==> config.mk <==
export PLATFORM = sky130hd
export DESIGN_NAME = plane_tile_charger
export DESIGN_NICKNAME = d
export VERILOG_FILES = /design/src/rtl/plane_tile_charger.sv
export SDC_FILE = /design/constraint.sdc
export NUM_CORES = 1
export LEC_CHECK = 0
export BUFFER_PORTS_ARGS = -buffer_cell sky130_fd_sc_hd__buf_2
export CORE_MARGIN = 2
export CORE_UTILIZATION = 61
export CTS_BUF_LIST = sky130_fd_sc_hd__clkbuf_16
export DETAILED_ROUTE_END_ITERATION = 10
export GPL_TIMING_DRIVEN = 0
export PLACE_DENSITY = 0.94
export SLEW_MARGIN = 10
export SYNTH_ARGS = -nofsm -noshare
export SYNTH_HDL_FRONTEND = slang
export SYNTH_SLANG_ARGS = --single-unit
==> constraint.sdc <==
create_clock -name clk -period 4.5 [get_ports clk]
set_input_delay 0.675 -clock clk [delete_from_list [all_inputs] [get_ports clk]]
set_output_delay 0.675 -clock clk [all_outputs]
set_load 0.005 [all_outputs]
==> src/rtl/plane_tile_charger.sv <==
module plane_tile_charger #(
  parameter int BANK_W = 2,
  localparam int VA_W = BANK_W + 17
) (
  input  logic              clk,
  input  logic              rst_n,
  input  logic              io_wr,
  input  logic              io_rd,
  input  logic [3:0]        io_addr,
  input  logic [7:0]        io_wdata,
  output logic [7:0]        io_rdata,
  input  logic              win_req,
  input  logic              win_we,
  input  logic [14:0]       win_off,
  input  logic [7:0]        win_wdata,
  input  logic [BANK_W-1:0] bank,
  output logic              win_ready,
  output logic [7:0]        win_rdata,
  output logic              vram_en,
  output logic              vram_we,
  output logic [VA_W-1:0]   vram_addr,
  output logic [7:0]        vram_wdata,
  input  logic [7:0]        vram_rdata
);

  typedef enum logic [2:0] {S_IDLE, S_PLAIN, S_LAT, S_WR, S_RD, S_USE, S_DONE} st_t;

  st_t              state;
  logic [7:0]       ctl_q;
  logic [3:0][7:0]  pat_q, pat_s;
  logic [1:0]       idx_q;
  logic [14:0]      off_q;
  logic [7:0]       data_q, res_q;
  logic             we_q;
  logic [BANK_W-1:0] bank_q;
  logic [3:0]       pend_q, pend_nx;
  logic [1:0]       cur;
  logic             last, ctl_hit, pat_hit, plain_acc;

  assign ctl_hit  = io_wr && io_addr == 4'hC;
  assign pat_hit  = io_wr && io_addr == 4'hE;
  assign io_rdata = (io_rd && (io_addr == 4'hC || io_addr == 4'hE)) ? 8'hFF : 8'h00;

  always_comb begin
    cur = 2'd0;
    for (int i = 3; i >= 0; i--)
      if (pend_q[i]) cur = 2'(i);
  end
  assign pend_nx   = pend_q & ~(4'b0001 << cur);
  assign last      = pend_nx == 4'b0000;
  assign plain_acc = !ctl_q[7] || (!win_we && ctl_q[6]);

  always_ff @(posedge clk or negedge rst_n) begin
    if (!rst_n) begin
      ctl_q <= '0;
      pat_q <= '0;
      idx_q <= '0;
    end else if (ctl_hit) begin
      ctl_q <= io_wdata;
      idx_q <= 2'd0;
    end else if (pat_hit) begin
      pat_q[idx_q] <= io_wdata;
      idx_q        <= idx_q + 2'd1;
    end
  end

  always_ff @(posedge clk or negedge rst_n) begin
    if (!rst_n) begin
      state  <= S_IDLE;
      pat_s  <= '0;
      off_q  <= '0;
      data_q <= '0;
      res_q  <= '0;
      we_q   <= 1'b0;
      bank_q <= '0;
      pend_q <= '0;
    end else begin
      case (state)
        S_IDLE: if (win_req) begin
          pat_s  <= pat_q;
          off_q  <= win_off;
          data_q <= win_wdata;
          we_q   <= win_we;
          bank_q <= bank;
          res_q  <= '0;
          pend_q <= ~ctl_q[3:0];
          if (plain_acc)                     state <= S_PLAIN;
          else if (ctl_q[3:0] == 4'hF)       state <= S_DONE;
          else if (win_we && !ctl_q[6])      state <= S_WR;
          else                               state <= S_RD;
        end
        S_PLAIN: state <= we_q ? S_DONE : S_LAT;
        S_LAT: begin
          res_q <= ~vram_rdata;
          state <= S_DONE;
        end
        S_WR: begin
          pend_q <= pend_nx;
          state  <= last ? S_DONE : S_WR;
        end
        S_RD: state <= S_USE;
        S_USE: begin
          if (!we_q) res_q <= res_q | (vram_rdata ^ pat_s[cur]);
          pend_q <= pend_nx;
          state  <= last ? S_DONE : S_RD;
        end
        default: state <= S_IDLE;
      endcase
    end
  end

  assign vram_en    = state == S_PLAIN || state == S_WR || state == S_RD || (state == S_USE && we_q);
  assign vram_we    = (state == S_PLAIN && we_q) || state == S_WR || (state == S_USE && we_q);
  assign vram_addr  = {bank_q, (state == S_PLAIN) ? 2'b00 : cur + 2'd1, off_q};
  assign vram_wdata = (state == S_PLAIN) ? data_q :
                      (state == S_WR)    ? pat_s[cur] :
                      ((vram_rdata & ~data_q) | (pat_s[cur] & data_q));
  assign win_ready  = state == S_DONE;
  assign win_rdata  = win_ready ? ~res_q : 8'h00;

  p_ready_pulse_r11: assert property (@(posedge clk) disable iff (!rst_n)
    win_ready |=> !win_ready);
  p_idx_clear_r1: assert property (@(posedge clk) disable iff (!rst_n)
    ctl_hit |=> idx_q == 2'd0);
  p_idx_step_r2: assert property (@(posedge clk) disable iff (!rst_n)
    pat_hit |=> idx_q == $past(idx_q) + 2'd1);
  p_plane_step_r6: assert property (@(posedge clk) disable iff (!rst_n)
    (state == S_WR) |=> $countones(pend_q) + 1 == $countones($past(pend_q)));
  p_held_addr_r5: assert property (@(posedge clk) disable iff (!rst_n)
    (state == S_RD) |=> vram_addr == $past(vram_addr));

endmodule

==> results of run 1 <==
[power by group through the flow]
stage,Combinational [W],Sequential [W],Clock [W]
finish,0.00212,0.00167,0.00135
global route,0.00227,0.00170,0.00140
CTS,0.00206,0.00164,0.00135
detailed placement,0.00196,0.00164,0
global placement,0.00186,0.00160,0
floorplan,0.00140,0.00156,0
[how the worst max path moves through the flow]
stage	endpoint	cells after the start
after floorplan	vram_addr[16]	7
after global placement	off_q[7]$_DFFE_PN0P_	1
after detailed placement	vram_wdata[6]	7
after CTS	vram_wdata[6]	7
after global routing	vram_wdata[6]	7
final	vram_wdata[6]	7
[worst max-delay path, cell delays in order, from the launching register on]
cell	delay (ns)
dfrtp_1	0.40
clkbuf_1	0.26
nor2_2	0.44
nand2_1	0.32
o221a_2	0.38
o21ai_1	0.15
o211ai_1	0.10
buf_2	0.13
[registers in the layout, indices dropped and copies added, names as in the netlist]
name / count
pend_q: 4
we_q: 1
off_q: 15
state: 3
data_q: 8
pat_q: 32
pat_s: 32
res_q: 8
ctl_q: 6
bank_q: 2
idx_q: 2
[layout make-up]
type	instances	share of cell area, %
flip-flops and latches	113	41.1
multi-input cells	427	37.1
well taps	111	2.02
clock inverters	15	2.42
plain buffers	32	2.48
repair buffers	97	7.48
clock buffers	17	6.19
inverters	20	1.20
[stage by stage]
stage / setup slack [ns] / total power [W]
6_report: 1.22 / 0.00514
5_1_grt: 1.16 / 0.00537
2_1_floorplan: 2.26 / 0.00296
3_5_place_dp: 1.85 / 0.00360
4_1_cts: 1.32 / 0.00505
3_3_place_gp: 1.56 / 0.00346
[placed cells by master (no fill, tap or decap), types with 2 or more instances in the layout]
cell        instances
nand2_1           202
dfrtp_1           113
buf_2              96
mux2_2             38
nor2_1             21
a21oi_1            20
clkbuf_1           19
inv_1              19
clkbuf_16          17
o21ai_0            12
buf_4               9
o21ai_1             9
o22ai_1             9
nor3_1              9
o211ai_1            8
o22a_1              7
o221a_2             7
o31ai_1             7
and2b_1             7
mux2_4              7
a211oi_1            7
a221oi_2            7
nand2b_1            6
ha_1                6
clkinv_2            4
buf_6               3
nand3b_1            3
nand3_1             3
o2bb2ai_1           3
clkinvlp_4          3
bufinv_16           3
or2_1               2
nor2_2              2
and2_1              2
and3_1              2
nor3b_1             2
clkinv_1            2
inv_6               2
[cell families after synthesis]
family / count (synthesis) / synth area share (%)
adders and majority gates: 6 / 1.33
buffers and inverters: 52 / 4.49
DFF: 113 / 50.2
muxes: 45 / 9.47
AOI/OAI and AO/OA: 106 / 14.0
xor gates and xnor gates: 1 / 0.156
and+or+nand+nor: 269 / 20.3
[metal layers]
metal,share of wire (%),wire length (um),up-vias,global-route usage [%]
met5,0,0,-,0
met4,5.3,877,0,18.1
met3,9.8,1630,108,9.05
met2,48,7930,407,57.6
met1,37,6110,2416,41.8
li1,-,-,2251,-
==> impl_metrics.tcl, run 1 <==
set metrics [dict create \
    clock_latency_ns 0.42 \
    drtIter0Drc 611 \
    finalSetupViolCount 0 \
    instances_no_fill 832 \
    crit_required_ns 3.83 \
    antenna_left 0 \
    start_kind "register" \
    syn2layout_area_growth_pct 22.1 \
    r2r_cells 7 \
    worstReg2RegStart "state[2]$_DFFE_PN0P_" \
    hold_path_class "in -> async" \
    routed_wl_um 16500 \
    drive_gt1_share_pct 28.6 \
    clockBufferDepth 2 \
    switching_share_pct 39.7 \
    slew_headroom_pct 49.8 \
    peakVddDrop_uv 356 \
    ys_seq_area_share_pct 50.2 \
    nets 765 \
    synth_cell_types 53 \
    avgRoutedWirePerCell_um 19.9 \
    placed_area_um2 6280 \
    grt_usage_pct 34.7 \
    power_density_nw_per_um2 748 \
    crit_start "pend_q[0]$_DFFE_PN0P_" \
    p_leak_nw 3.53 \
    synth_area_leaders "dfrtp_1, nand2_1, mux2_2" \
    row_count 35 \
    path_clk_slew_ns 0.06 \
    synthMostInstantiatedCell "nand2_1" \
    clock_skew_ns 0.00738 \
    async_flop_share_pct 100 \
    synth_edf_count 0 \
    seq_power_share_pct 32.5 \
    synth_warnings 0 \
    cts-buffers-inserted 17 \
    arrival_ns 2.60 \
    via_count 5182 \
    ff2ff_setup_slack_ns 2.10 \
    final.setup.tns_ns 0 \
    pwr-share-clk_pct 26.3 \
    outcome "complete, no violations" \
    place_inst 800 \
    grt_max_degree 80 \
    gr-total-overflow 0 \
    yosysTopAreaCell "dfrtp_1" \
    avgSynthCellArea_um2 9.51 \
    synth-seq-cells 113 \
    place_hpwl_um 10300 \
    worst_pin_slew_ns 0.750 \
    portBuffers 96 \
    pin_count 97 \
    dr.pass1.iters 6 \
    gp_congestion 0.888 \
    rsz0062_at_grt "false" \
    intPower_w 0.00310 \
    p_sw_w 0.00204 \
    syn_area_um2 5630 \
    clock_tree.root_cell "clkbuf_16" \
    holdWs_ns 0.141 \
    finalHoldViolCount 0 \
    diodes 0 \
    slew_viol_final 0 \
    stdcell_area_um2 6870 \
    multiInputGateArea_um2 2550 \
    post_cts_buffers 0 \
    postSynthNetCount 649 \
    fin_crit_sh_pct 72.8 \
    n_fill_cell 540 \
    die_area_um2 10000 \
    drv_cap 0 \
    critPathCaptureType "primary output" \
    die_w_um 100 \
    ctsHoldBuffers 0 \
    cts.repair.resized 0 \
    core_area_um2 9110 \
    r2r_end "pat_s[1]$_DFFE_PN0P_" \
    cts_tree "yes" \
    synth_commonest_cells "nand2_1, dfrtp_1, mux2_2" \
    max_freq_ghz 0.305 \
    clock_sinks 113 \
    start_util_pct 61.8 \
    syn_inst 592 \
    ys.flop_type "dfrtp_1" \
    netlist.area_leader.share_pct 50.2 \
    path_class "reg -> out" \
    remaining_drc_errors 0 \
    crit_fanout 10 \
    grt_pass1_vias 5214 \
    antenna_found_initial 0 \
    seq_area_um2 2830 \
    grt_pass1_wl_um 26600 \
    htreeDepth 4 \
    comb_power_share_pct 41.2 \
    fin_crit_ns 3.28 \
    die_h_um 100 \
    vias_per_cell 6.23 \
    fin_util_pct 75.5 \
]
(Power assumes the default switching activity.)
==> run 2, diff against run 1 <==
- CORE_UTILIZATION: 61 -> 56
- PLACE_DENSITY: 0.94 -> 0.88
- clock period: 4.5 -> 3.4 ns (I/O delays scaled with it)
==> run 2 against run 1 <==
Compared with the run above: non-clock buffer count rose by 1; power rose by 27%; critical path depth did not move; count of clock-buffer cells in the layout did not move; flip-flop and latch count did not move; critical endpoint unchanged; largest power group unchanged.
==> impl_metrics.tcl, run 2 (synthesis gave the netlist of run 1 again) <==
set metrics [dict create \
    gp_congestion 0.799 \
    routed_wl_um 14500 \
    fin_crit_ns 2.97 \
    row_count 36 \
    dr.pass1.iters 5 \
    drive_gt1_share_pct 28.3 \
    grt_pass1_wl_um 23600 \
    rsz0062_at_grt "false" \
    cts-buffers-inserted 17 \
    cts.repair.resized 0 \
    peakVddDrop_uv 434 \
    n_fill_cell 717 \
    antenna_left 0 \
    start_kind "register" \
    die_area_um2 10900 \
    arrival_ns 2.46 \
    post_cts_buffers 0 \
    drtIter0Drc 386 \
    hold_start "win_wdata[7]" \
    crit_required_ns 2.89 \
    diodes 0 \
    antenna_found_initial 0 \
    clock_latency_ns 0.41 \
    start_util_pct 57.6 \
    max_freq_ghz 0.336 \
    instances_no_fill 855 \
    syn2layout_area_growth_pct 22.4 \
    place_inst 822 \
    die_w_um 104 \
    worstReg2RegStart "state[2]$_DFFE_PN0P_" \
    r2r_end "pat_s[6]$_DFFE_PN0P_" \
    fin_crit_sh_pct 87.5 \
    power_density_nw_per_um2 948 \
    htreeDepth 4 \
    final_common_cell "nand2_1" \
    ctsHoldBuffers 1 \
    worst_pin_slew_ns 0.760 \
    drv_cap 0 \
    crit_fanout 10 \
    path_class "reg -> out" \
    slew_headroom_pct 49.1 \
    final.setup.tns_ns 0 \
    clock_skew_ns 0.00593 \
    path_clk_slew_ns 0.05 \
    finalSetupViolCount 0 \
    nets 766 \
    cts_tree "yes" \
    holdPathEnd "data_q[7]$_DFFE_PN0P_" \
    clock_tree.root_cell "clkbuf_16" \
    clockBufferDepth 2 \
    place_hpwl_um 10100 \
    gr-total-overflow 0 \
    p_leak_nw 3.52 \
    r2r_cells 7 \
    grt_pass1_vias 4740 \
    remaining_drc_errors 0 \
    multiInputGateArea_um2 2550 \
    finalHoldViolCount 0 \
    hold_path_class "in -> reg" \
    ff2ff_setup_slack_ns 1.03 \
    pin_count 97 \
    via_count 4851 \
    vias_per_cell 5.67 \
    die_h_um 104 \
    slew_viol_final 0 \
    largestRegisters "pat_q: 32 flops, pat_s: 32 flops, off_q: 15 flops" \
    clock_sinks 113 \
    grt_max_degree 88 \
    grt_usage_pct 27.4 \
    outcome "complete, no violations" \
    holdPathStages 3 \
    layout.cells.most_common_list "nand2_1, dfrtp_1, buf_2" \
    avgRoutedWirePerCell_um 16.9 \
    holdWs_ns 0.287 \
    core_area_um2 9770 \
    seq_area_um2 2830 \
    critPathCaptureType "primary output" \
    portBuffers 96 \
]
[run 2: cell types whose count changed in the layout (fill, tap and decap cells not counted)]
cell	delta
inv_1	+2
clkinvlp_4	+3
clkinv_2	-4
bufinv_16	-1
dlygate4sd3_1	+1
clkinv_4	+1
inv_6	-1
[run 2: final cells by class]
class	count	share of cell area, %
Clock inverter	15	2.12
Buffer	32	2.47
Clock buffer	17	6.17
Sequential cell	113	41.0
Multi-Input combinational cell	427	37.0
Tap cell	133	2.41
Timing Repair Buffer	98	7.61
Inverter	20	1.20
[run 2: stage by stage]
step	total power [W]	utilization [%]	instance area [um2]	setup WS [ns]
2_1_floorplan	0.00392	-	5630	1.32
3_3_place_gp	0.00458	64.2	6280	0.609
3_5_place_dp	0.00475	64.6	6310	0.942
4_1_cts	0.00651	70.5	6890	0.474
5_1_grt	0.00693	70.5	6890	0.327
6_report	0.00653	70.5	6890	0.425
[run 2: worst max-delay path, stage by stage, from the launching register on]
cell and delay, ns:
dfrtp_1 0.39, clkbuf_1 0.25, nor2_2 0.39, nand2_1 0.29, o221a_2 0.36, o21ai_1 0.14, o211ai_1 0.10, buf_2 0.13
[run 2: worst max-delay path by stage]
| stage | startpoint | endpoint | slack, ns | cells after the start |
|---|---|---|---|---|
| 6_report | pend_q[0]$_DFFE_PN0P_ | vram_wdata[6] | 0.43 | 7 |
| 3_3_place_gp | rst_n | pat_q[3]$_DFFE_PN0P_ | 0.61 | 1 |
| 2_1_floorplan | pend_q[3]$_DFFE_PN0P_ | vram_addr[16] | 1.32 | 7 |
| 5_1_grt | pend_q[0]$_DFFE_PN0P_ | vram_wdata[0] | 0.33 | 7 |
| 4_1_cts | pend_q[0]$_DFFE_PN0P_ | vram_wdata[6] | 0.47 | 7 |
| 3_5_place_dp | pend_q[0]$_DFFE_PN0P_ | vram_wdata[6] | 0.94 | 7 |
[run 2: power breakdown]
| part | total [W] | internal (W) | switching (W) | leakage, nW |
|---|---|---|---|---|
| logic | 0.00267 | 0.00117 | 0.00150 | 1.78 |
| clock network | 0.00170 | 0.00107 | 0.000634 | 0.265 |
| registers | 0.00217 | 0.00179 | 0.000371 | 1.47 |
[run 2: per-layer routing]
| metal | GRT usage (%) | wire length, um | vias up |
|---|---|---|---|
| met1 | 35.4 | 6010 | 2333 |
| met4 | 11.6 | 425 | 0 |
| met2 | 45.2 | 7160 | 221 |
| met5 | 0 | 0 | - |
| li1 | - | - | 2264 |
| met3 | 5.58 | 887 | 33 |
